`config.mk`:
```
export PLATFORM = sky130hd
export DESIGN_NAME = keyed_watchdog
export DESIGN_NICKNAME = d
export VERILOG_FILES = /design/src/rtl/kwdt_pkg.sv /design/src/rtl/kwdt_ctrl.sv /design/src/rtl/kwdt_datapath.sv /design/src/rtl/keyed_watchdog.sv
export SDC_FILE = /design/constraint.sdc
export NUM_CORES = 1
export LEC_CHECK = 0
export ABC_AREA = 0
export ABC_CLOCK_PERIOD_IN_PS = 2850
export BUFFER_PORTS_ARGS = -buffer_cell sky130_fd_sc_hd__clkbuf_2
export CAP_MARGIN = 20
export CELL_PAD_IN_SITES_DETAIL_PLACEMENT = 0
export CELL_PAD_IN_SITES_GLOBAL_PLACEMENT = 2
export CORE_UTILIZATION = 37
export DETAILED_ROUTE_END_ITERATION = 10
export MAX_ROUTING_LAYER = met4
export PLACE_DENSITY_LB_ADDON = 0.1
export SYNTH_ARGS = -nofsm -noshare
export SYNTH_HDL_FRONTEND = slang
export SYNTH_HIERARCHICAL = 1
export SYNTH_SLANG_ARGS = --single-unit
```
`constraint.sdc`:
```
create_clock -name clk -period 2.85 [get_ports clk]
set_input_delay 0.1425 -clock clk [delete_from_list [all_inputs] [get_ports clk]]
set_output_delay 0.1425 -clock clk [all_outputs]
set_load 0.05 [all_outputs]
```
`src/rtl/kwdt_pkg.sv`:
```
`timescale 1ns/1ps
package kwdt_pkg;
  // Strobes from the control side to the datapath.
  typedef struct packed {
    logic clear;     // restart counter and prescaler, adopt pending mode
    logic loadMode;  // capture a new pending mode
  } kwdtStrobe_t;
endpackage

```
`src/rtl/kwdt_ctrl.sv`:
```
`timescale 1ns/1ps
module kwdt_ctrl
  import kwdt_pkg::*;
#(
  parameter logic [7:0] KEY_FIRST  = 8'h5A,
  parameter logic [7:0] KEY_SECOND = 8'hA5
) (
  input  logic        clk,
  input  logic        rstN,
  input  logic        wrEn,
  input  logic        wrSel,
  input  logic [7:0]  wrData,
  input  logic        ovf,
  output kwdtStrobe_t strobe,
  output logic        keyPtr,
  output logic        irqOut,
  output logic        rstReqOut
);
  logic ptr;
  logic firstOk;
  logic ovfSeen;
  logic irqQ;
  logic rstQ;
  logic ctlWr;
  logic keyMatch;

  assign ctlWr    = wrEn && !wrSel;
  assign keyMatch = ctlWr && ptr && firstOk && (wrData == KEY_SECOND);

  always_comb begin
    strobe          = '0;
    strobe.clear    = keyMatch;
    strobe.loadMode = wrEn && wrSel;
  end

  always_ff @(posedge clk or negedge rstN) begin
    if (!rstN) begin
      ptr     <= 1'b0;
      firstOk <= 1'b0;
      ovfSeen <= 1'b0;
      irqQ    <= 1'b0;
      rstQ    <= 1'b0;
    end else begin
      irqQ <= 1'b0;
      if (ovf) begin
        // overflow discards any half-entered key
        ptr     <= 1'b0;
        firstOk <= 1'b0;
        if (!ovfSeen) begin
          ovfSeen <= 1'b1;
          irqQ    <= 1'b1;
        end else begin
          rstQ <= 1'b1;
        end
      end else if (ctlWr) begin
        ptr     <= ~ptr;
        firstOk <= !ptr && (wrData == KEY_FIRST);
        if (keyMatch) ovfSeen <= 1'b0;
      end
    end
  end

  assign keyPtr    = ptr;
  assign irqOut    = irqQ;
  assign rstReqOut = rstQ;
endmodule

```
`src/rtl/kwdt_datapath.sv`:
```
`timescale 1ns/1ps
module kwdt_datapath
  import kwdt_pkg::*;
#(
  parameter int PRESCALE   = 128,
  parameter int BASE_TICKS = 32,
  localparam int PRE_W     = $clog2(PRESCALE),
  localparam int MAX_TICKS = BASE_TICKS * 64,
  localparam int CNT_W     = $clog2(MAX_TICKS)
) (
  input  logic             clk,
  input  logic             rstN,
  input  logic             oscRun,
  input  kwdtStrobe_t      strobe,
  input  logic [1:0]       modeIn,
  output logic             ovf,
  output logic [CNT_W-1:0] cntVal,
  output logic [PRE_W-1:0] preVal
);
  logic [PRE_W-1:0] pre;
  logic [CNT_W-1:0] cnt;
  logic [1:0]       pendMode;
  logic [1:0]       actMode;
  logic [CNT_W-1:0] limitTbl [4];
  logic             tick;
  logic             atLimit;

  // last tick index of each period, each mode four times the previous one
  for (genvar m = 0; m < 4; m++) begin : g_limit
    assign limitTbl[m] = CNT_W'(BASE_TICKS * (4 ** m) - 1);
  end

  assign tick    = oscRun && (pre == PRE_W'(PRESCALE - 1));
  assign atLimit = (cnt == limitTbl[actMode]);
  assign ovf     = tick && atLimit && !strobe.clear;

  always_ff @(posedge clk or negedge rstN) begin
    if (!rstN) begin
      pre     <= '0;
      cnt     <= '0;
      actMode <= 2'd0;
    end else if (strobe.clear) begin
      pre     <= '0;
      cnt     <= '0;
      actMode <= pendMode;
    end else if (oscRun) begin
      pre <= tick ? '0 : pre + 1'b1;
      if (tick) cnt <= atLimit ? '0 : cnt + 1'b1;
    end
  end

  always_ff @(posedge clk or negedge rstN) begin
    if (!rstN)               pendMode <= 2'd0;
    else if (strobe.loadMode) pendMode <= modeIn;
  end

  assign cntVal = cnt;
  assign preVal = pre;
endmodule

```
`src/rtl/keyed_watchdog.sv`:
```
`timescale 1ns/1ps
module keyed_watchdog
  import kwdt_pkg::*;
#(
  parameter int         PRESCALE   = 128,
  parameter int         BASE_TICKS = 32,
  parameter logic [7:0] KEY_FIRST  = 8'h5A,
  parameter logic [7:0] KEY_SECOND = 8'hA5
) (
  input  logic       clk,
  input  logic       rstN,
  input  logic       oscRun,
  input  logic       wrEn,
  input  logic       wrSel,
  input  logic [7:0] wrData,
  output logic       wdtIrq,
  output logic       wdtRstReq
);
  localparam int PRE_W = $clog2(PRESCALE);
  localparam int CNT_W = $clog2(BASE_TICKS * 64);

  kwdtStrobe_t      strobe;
  logic             ovf;
  logic             keyPtr;
  logic [CNT_W-1:0] cntVal;
  logic [PRE_W-1:0] preVal;

  kwdt_ctrl #(
    .KEY_FIRST (KEY_FIRST),
    .KEY_SECOND(KEY_SECOND)
  ) ctrl_i (
    .clk      (clk),
    .rstN     (rstN),
    .wrEn     (wrEn),
    .wrSel    (wrSel),
    .wrData   (wrData),
    .ovf      (ovf),
    .strobe   (strobe),
    .keyPtr   (keyPtr),
    .irqOut   (wdtIrq),
    .rstReqOut(wdtRstReq)
  );

  kwdt_datapath #(
    .PRESCALE  (PRESCALE),
    .BASE_TICKS(BASE_TICKS)
  ) dp_i (
    .clk   (clk),
    .rstN  (rstN),
    .oscRun(oscRun),
    .strobe(strobe),
    .modeIn(wrData[1:0]),
    .ovf   (ovf),
    .cntVal(cntVal),
    .preVal(preVal)
  );
endmodule

```
## Yosys cells after proc, flatten, opt, wreduce, memory -nomap -nowiden

Index checks and enable logic that the tools add are counted.

| storage, ports and cells | value |
|---|---|
| flip-flop bits (word level) | 27 |
| RAM bits | 0 |
| bits in read-only memories | 0 |
| latch bits | 0 |
| output and inout port bits | 2 |
| input port bits | 13 |
| word-level logic and storage cells | 56 |
| memories | 0 |

| operators by class | value |
|---|---|
| add/sub/neg operators | 2 |
| $mul | 0 |
| bitwise operators | 2 |
| divide/modulo/power cells | 0 |
| order comparisons | 1 |
| reductions and logical operators | 19 |
| multiplexer cells | 19 |
| shift operators | 0 |
| equality and inequality tests | 4 |

Operators by type and width:

| cell | number |
|---|---|
| 11-bit 2-to-1 mux | 6 |
| 11-bit binary-select mux with 2-bit select | 1 |
| 7-bit 2-to-1 mux | 3 |
| 11-bit by 1-bit adder with 11-bit output, second input constant | 1 |
| 11-bit == test | 1 |
| 1-bit logical AND | 9 |
| 1-bit 2-to-1 mux | 9 |
| 8-bit by 7-bit == test with 1-bit output, second input constant | 1 |
| 8-bit == test, second input constant | 1 |
| 2-bit nonzero test | 4 |
| 7-bit by 1-bit adder with 7-bit output, second input constant | 1 |
| 7-bit == test, second input constant | 1 |
| 2-bit AND reduction | 3 |
| 3-bit greater-or-equal comparator, second input constant | 1 |
| 1-bit zero test | 3 |
| 2-bit NOT with 3-bit output | 1 |
| 1-bit NOT | 1 |

## Depth between registers and ports, before layout

| depth | value |
|---|---|
| depth in word-level cells | 9 |
| mapped depth | 9 |

## Cells and area by module

Netlist, hierarchy kept.

By module, submodules not included:

| module | cells each | area an instance (um2) | instances | seq. area each (um2) |
|---|---|---|---|---|
| kwdt_datapath | 113 | 1,157.4 | 1 | 550.5 |
| kwdt_ctrl | 24 | 264.0 | 1 | 125.1 |

## Least setup slack after synthesis

OpenSTA, ideal clock, no wires.

| timing path | value |
|---|---|
| path kind | register to register |
| from | reg dp_i.cnt[8], in the netlist dp_i/cntVal[8] |
| to | reg ctrl_i.firstOk |
| cell stages (with the launch flop) | 7 |
| buffers on the path | 0 |
| period minus slack after synthesis | 2.202 ns |
| path slack | 0.648 ns |
| required time | 2.725 ns |
| data arrival time | 2.077 ns |
| path through | dfrtp_1 -> or4_4 -> a221oi_4 -> nor3b_1 -> nor2_1 -> nand4_1 -> o21ai_1 |

| between the ends | value |
|---|---|
| word-level cells in the longest chain between the ends | 4 |
| elaborated cells between the ends (all ways) | 5 |
| classes of those cells | eq/ne (1); mux (1); reduce/logical (3) |

RTL lines:

| element | RTL line | RTL |
|---|---|---|
| start: declaration | kwdt_datapath.sv:21 | `logic [CNT_W-1:0] cnt;` |
| start signal: assignment | kwdt_datapath.sv:48 | `if (tick) cnt <= atLimit ? '0 : cnt + 1'b1;` |
| 11-bit == test * | kwdt_datapath.sv:34 | `assign atLimit = (cnt == limitTbl[actMode]);` |
| 1-bit logical AND * (2 in a row) | kwdt_datapath.sv:35 | `assign ovf = tick && atLimit && !strobe.clear;` |
| net ovf | keyed_watchdog.sv:23 | `logic ovf;` |
| 1-bit 2-to-1 mux / 2-bit nonzero test (equally long branches) | -- |  |
| end signal: assignment | kwdt_ctrl.sv:57 | `firstOk <= !ptr && (wrData == KEY_FIRST);` |
| end: declaration | kwdt_ctrl.sv:20 | `logic firstOk;` |

Mark *: on every way through the listed nets, which the timed path passes. The rest lies on a longest branch.
A chain may end at the register's enable or synchronous reset.

## Final worst setup path

Ends and elaborated chain as after synthesis.

==> flow_results.xml <==
<?xml version="1.0" encoding="UTF-8"?>
<metrics>
  <group name="outcome">
    <metric name="status" unit="">finished clean</metric>
  </group>
  <group name="power_and_ir_drop">
    <metric name="switching_power" unit="uW">211</metric>
    <metric name="power.switching_fraction" unit="%">26.3</metric>
    <metric name="pleak" unit="uW">0.000782</metric>
    <metric name="power_per_cell_area" unit="mW/mm^2">496</metric>
    <metric name="p_seq_share" unit="%">59.3</metric>
    <metric name="cell_internal_pwr" unit="uW">591</metric>
    <metric name="combPwrFrac" unit="%">14.0</metric>
    <metric name="clk_network_pwr_share" unit="%">26.7</metric>
    <metric name="vdd_ir_drop_max" unit="V">0.000237</metric>
  </group>
  <group name="floorplan">
    <metric name="effective_utilization_at_floorplan" unit="%">38.8</metric>
    <metric name="die_height" unit="um">64.0</metric>
    <metric name="io-pin-count" unit="">15</metric>
    <metric name="die_width" unit="um">64.0</metric>
    <metric name="floorplan.rows" unit="">22</metric>
    <metric name="core_area" unit="mm^2">0.00366</metric>
    <metric name="die_area" unit="mm^2">0.00409</metric>
  </group>
  <group name="synthesis">
    <metric name="synth.distinct_cells" unit="">40</metric>
    <metric name="yosysWarnings" unit="">6</metric>
    <metric name="ys_seq_elements" unit="">27</metric>
    <metric name="postSynth.topFlopCell" unit="">sky130_fd_sc_hd__dfrtp_1</metric>
    <metric name="netlist_area" unit="mm^2">0.00142</metric>
    <metric name="synth_edf_count" unit="">0</metric>
    <metric name="async_reset_ff_share" unit="%">100</metric>
    <metric name="synth_area_per_cell" unit="um^2">10.4</metric>
    <metric name="synthesis.instances" unit="">137</metric>
    <metric name="synth.yosys.seq_area_share" unit="%">47.5</metric>
    <metric name="postSynthNetCount" unit="">152</metric>
  </group>
  <group name="critical_path">
    <metric name="worstSetupEndpointType" unit="">register</metric>
    <metric name="cpMaxStageDelayCell" unit="">sky130_fd_sc_hd__or4_4</metric>
    <metric name="critical-path-top-delay-family" unit="">simple AND/OR/NAND/NOR gates</metric>
    <metric name="crit_buf_inv" unit="">1</metric>
    <metric name="critical_path.max_fanout" unit="">7</metric>
    <metric name="chain_of_cells_forming_the_critical_path" unit="">or4_4 &gt; a221oi_4 &gt; nor3b_1 &gt; buf_4 &gt; nor2_1 &gt; nand4_1 &gt; o21ai_1</metric>
    <metric name="timing.critical_path.arrival" unit="ps">2170</metric>
    <metric name="worst-setup-path-type" unit="">reg -&gt; reg</metric>
    <metric name="critical-path-max-stage-delay" unit="ps">570</metric>
    <metric name="timing.critical_path.from_type" unit="">register</metric>
    <metric name="required" unit="ps">3000</metric>
  </group>
  <group name="finish">
    <metric name="layout.nets" unit="">172</metric>
    <metric name="synthToLayoutAreaGrowth" unit="%">13.8</metric>
    <metric name="drive_gt1_share" unit="%">19.2</metric>
    <metric name="number_of_inserted_diodes" unit="">0</metric>
  </group>
  <group name="place">
    <metric name="numPortBuffers" unit="">14</metric>
    <metric name="gpl.final_weighted_congestion" unit="">0.718</metric>
    <metric name="detailedPlacementHpwl" unit="um">2030</metric>
    <metric name="worst_setup_slack_before_clock_tree_synthesis" unit="ps">842</metric>
  </group>
  <group name="route">
    <metric name="drt_iter0_drc" unit="">27</metric>
    <metric name="routedWlPerCell" unit="um">13.3</metric>
    <metric name="routed_wirelength" unit="um">2710</metric>
    <metric name="vias_per_cell" unit="">5.25</metric>
    <metric name="detail_route.first_pass.iterations" unit="">4</metric>
    <metric name="ant_nets" unit="">0</metric>
    <metric name="num_vias" unit="">1071</metric>
    <metric name="drt_drc_violations_left" unit="">0</metric>
  </group>
  <group name="sta">
    <metric name="period_share" unit="%">71.0</metric>
    <metric name="rsz0062_at_grt" unit="">no</metric>
    <metric name="fmax" unit="GHz">0.494</metric>
    <metric name="hold_violations" unit="">0</metric>
    <metric name="final.setup_skew" unit="ps">8.68</metric>
    <metric name="slew_violations" unit="">0</metric>
    <metric name="final.setup.tns" unit="ps">0</metric>
    <metric name="layout_setup_ws" unit="ps">827</metric>
    <metric name="setup_violations" unit="">0</metric>
    <metric name="maxSlewHeadroom" unit="%">55.2</metric>
    <metric name="finalWorstPathRequiredPeriod" unit="ps">2020</metric>
    <metric name="tightest_slew" unit="ps">672</metric>
  </group>
  <group name="clock_tree">
    <metric name="cts.root.buffer_cell" unit="">sky130_fd_sc_hd__clkbuf_8</metric>
    <metric name="htree_num_levels" unit="">1</metric>
    <metric name="cts_bufs_inserted" unit="">3</metric>
    <metric name="tritoncts_num_sinks" unit="">27</metric>
    <metric name="clock_path_buffers" unit="">2</metric>
    <metric name="clkLatencyLatePin" unit="ps">270</metric>
    <metric name="clock_transition_at_the_registers_of_the_reported_paths" unit="ps">80</metric>
    <metric name="cts_tree" unit="">built</metric>
    <metric name="cts_resized" unit="">0</metric>
  </group>
  <group name="global_route">
    <metric name="grt_util_all_layers" unit="%">15.3</metric>
    <metric name="grt_first_pass_wirelength" unit="um">4690</metric>
    <metric name="grt_max_degree" unit="">28</metric>
    <metric name="antenna_found_initial" unit="">0</metric>
    <metric name="number_of_global_route_vias_before_repair" unit="">1010</metric>
    <metric name="globalRouteOverflowTotal" unit="">0</metric>
  </group>
  <group name="run">
    <metric name="cap_viol_max_count" unit="">0</metric>
  </group>
  <group name="worst_hold_path">
    <metric name="hp-class" unit="">in -&gt; reg</metric>
  </group>
</metrics>
## cells in the final DEF, fill, tap and decap left out, types with 4 or more instances in the layout
cell                       instances
sky130_fd_sc_hd__and3_1            5
sky130_fd_sc_hd__nand2_1           9
sky130_fd_sc_hd__xor2_1            7
sky130_fd_sc_hd__o31ai_1           5
sky130_fd_sc_hd__buf_4             4
sky130_fd_sc_hd__nor2_1           19
sky130_fd_sc_hd__dfrtp_1          27
sky130_fd_sc_hd__a21oi_1           4
sky130_fd_sc_hd__nor3_1            5
sky130_fd_sc_hd__a22o_1            4
sky130_fd_sc_hd__nand4_1           4
sky130_fd_sc_hd__nand3_1           4
sky130_fd_sc_hd__mux2_2            5
sky130_fd_sc_hd__clkbuf_2         14
## layer usage
| layer | GRT usage (%) | share of wire, % | vias to the layer above |
|---|---|---|---|
| met3 | 2.14 | 2.3 | 2 |
| li1 | - | - | 546 |
| met1 | 21.0 | 53 | 510 |
| met5 | - | 0 | - |
| met2 | 23.1 | 45 | 13 |
| met4 | 5.11 | 0.52 | 0 |
## layout make-up
class / instances / area, um^2
fillers: 355 / 2040
multi-input cells: 106 / 727
flip-flops and latches: 27 / 676
repair buffers: 19 / 110
well taps: 48 / 60.1
clock buffers: 4 / 45.0
## through the flow
step / power (uW) / hold WS (ps) / instances / util (%) / cell area, um^2
floorplan: 556 / -153 / 137 / - / 1420
global placement: 601 / 208 / 199 / 42.7 / 1560
detailed placement: 596 / 227 / 199 / 42.7 / 1560
CTS: 821 / 132 / 204 / 44.2 / 1620
global route: 855 / 127 / 204 / 44.2 / 1620
finish: 802 / 141 / 204 / 44.2 / 1620
## cell families (layout without fill, tap and decap cells)
kind of cell             after synthesis  after routing  share of synthesized area [%]
AO/OA/AOI/OAI                         22             22                           12.9
XOR/XNOR                               9              9                           5.55
flip-flops                            27             27                           47.5
buffers and inverters                  4             23                           1.32
multiplexers                           6              6                           4.67
AND/OR/NAND/NOR                       67             67                           26.2
adder cells (fa/ha/maj)                2              2                           1.76
## synth_stat cells, types with 2 or more instances
cell / n / area [um^2]
sky130_fd_sc_hd__dfrtp_1: 27 / 676
sky130_fd_sc_hd__nor2_1: 19 / 71.3
sky130_fd_sc_hd__nand2_1: 9 / 33.8
sky130_fd_sc_hd__xor2_1: 7 / 61.3
sky130_fd_sc_hd__and3_1: 5 / 31.3
sky130_fd_sc_hd__mux2_2: 5 / 56.3
sky130_fd_sc_hd__nor3_1: 5 / 25.0
sky130_fd_sc_hd__o31ai_1: 5 / 37.5
sky130_fd_sc_hd__a21oi_1: 4 / 20.0
sky130_fd_sc_hd__a22o_1: 4 / 35.0
sky130_fd_sc_hd__nand3_1: 4 / 20.0
sky130_fd_sc_hd__nand4_1: 4 / 25.0
sky130_fd_sc_hd__clkbuf_1: 3 / 11.3
sky130_fd_sc_hd__nand2b_1: 3 / 18.8
sky130_fd_sc_hd__nor2b_1: 3 / 18.8
sky130_fd_sc_hd__and4_1: 2 / 17.5
sky130_fd_sc_hd__ha_1: 2 / 25.0
sky130_fd_sc_hd__nand3b_1: 2 / 15.0
sky130_fd_sc_hd__nor4bb_1: 2 / 20.0
sky130_fd_sc_hd__xnor2_1: 2 / 17.5
## sequential cells by signal (all words and copies together) (netlist names)
| signal | flops |
|---|---|
| dp_i/cntVal | 11 |
| dp_i/preVal | 7 |
| dp_i/actMode | 2 |
| dp_i/pendMode | 2 |
| ctrl_i/firstOk | 1 |
| ctrl_i/irqOut | 1 |
| ctrl_i/keyPtr | 1 |
| ctrl_i/ovfSeen | 1 |
| ctrl_i/rstReqOut | 1 |
## final timing paths
path,from,to,slack [ps],depth (start not counted)
max,dp_i/cntVal[8]$_DFFE_PN0P_,ctrl_i/firstOk$_DFFE_PN0P_,830,7
min,wrData[1],dp_i/pendMode[1]$_DFFE_PN0P_,140,2
max reg2reg,dp_i/cntVal[8]$_DFFE_PN0P_,ctrl_i/firstOk$_DFFE_PN0P_,830,7
min reg2reg,ctrl_i/ovfSeen$_DFFE_PN0P_,ctrl_i/irqOut$_DFF_PN0_,460,1
max in group asynchronous,rstN,ctrl_i/rstReqOut$_DFFE_PN0P_,1980,2
min in group asynchronous,rstN,dp_i/cntVal[4]$_DFFE_PN0P_,430,2
## power by group through the flow
stage | Sequential (uW) | Combinational (uW) | Clock [uW]
after floorplan | 474 | 82.0 | 0
after global placement | 481 | 120 | 0
after detailed placement | 482 | 114 | 0
after CTS | 475 | 116 | 231
after global routing | 483 | 132 | 241
final | 476 | 112 | 214
## what timing repair did
action,CTS,global route
hold buffers,1,0
buffers inserted,0,0
endpoints found under the hold margin,27,0
No activity file was read; power rests on OpenSTA's default activity.
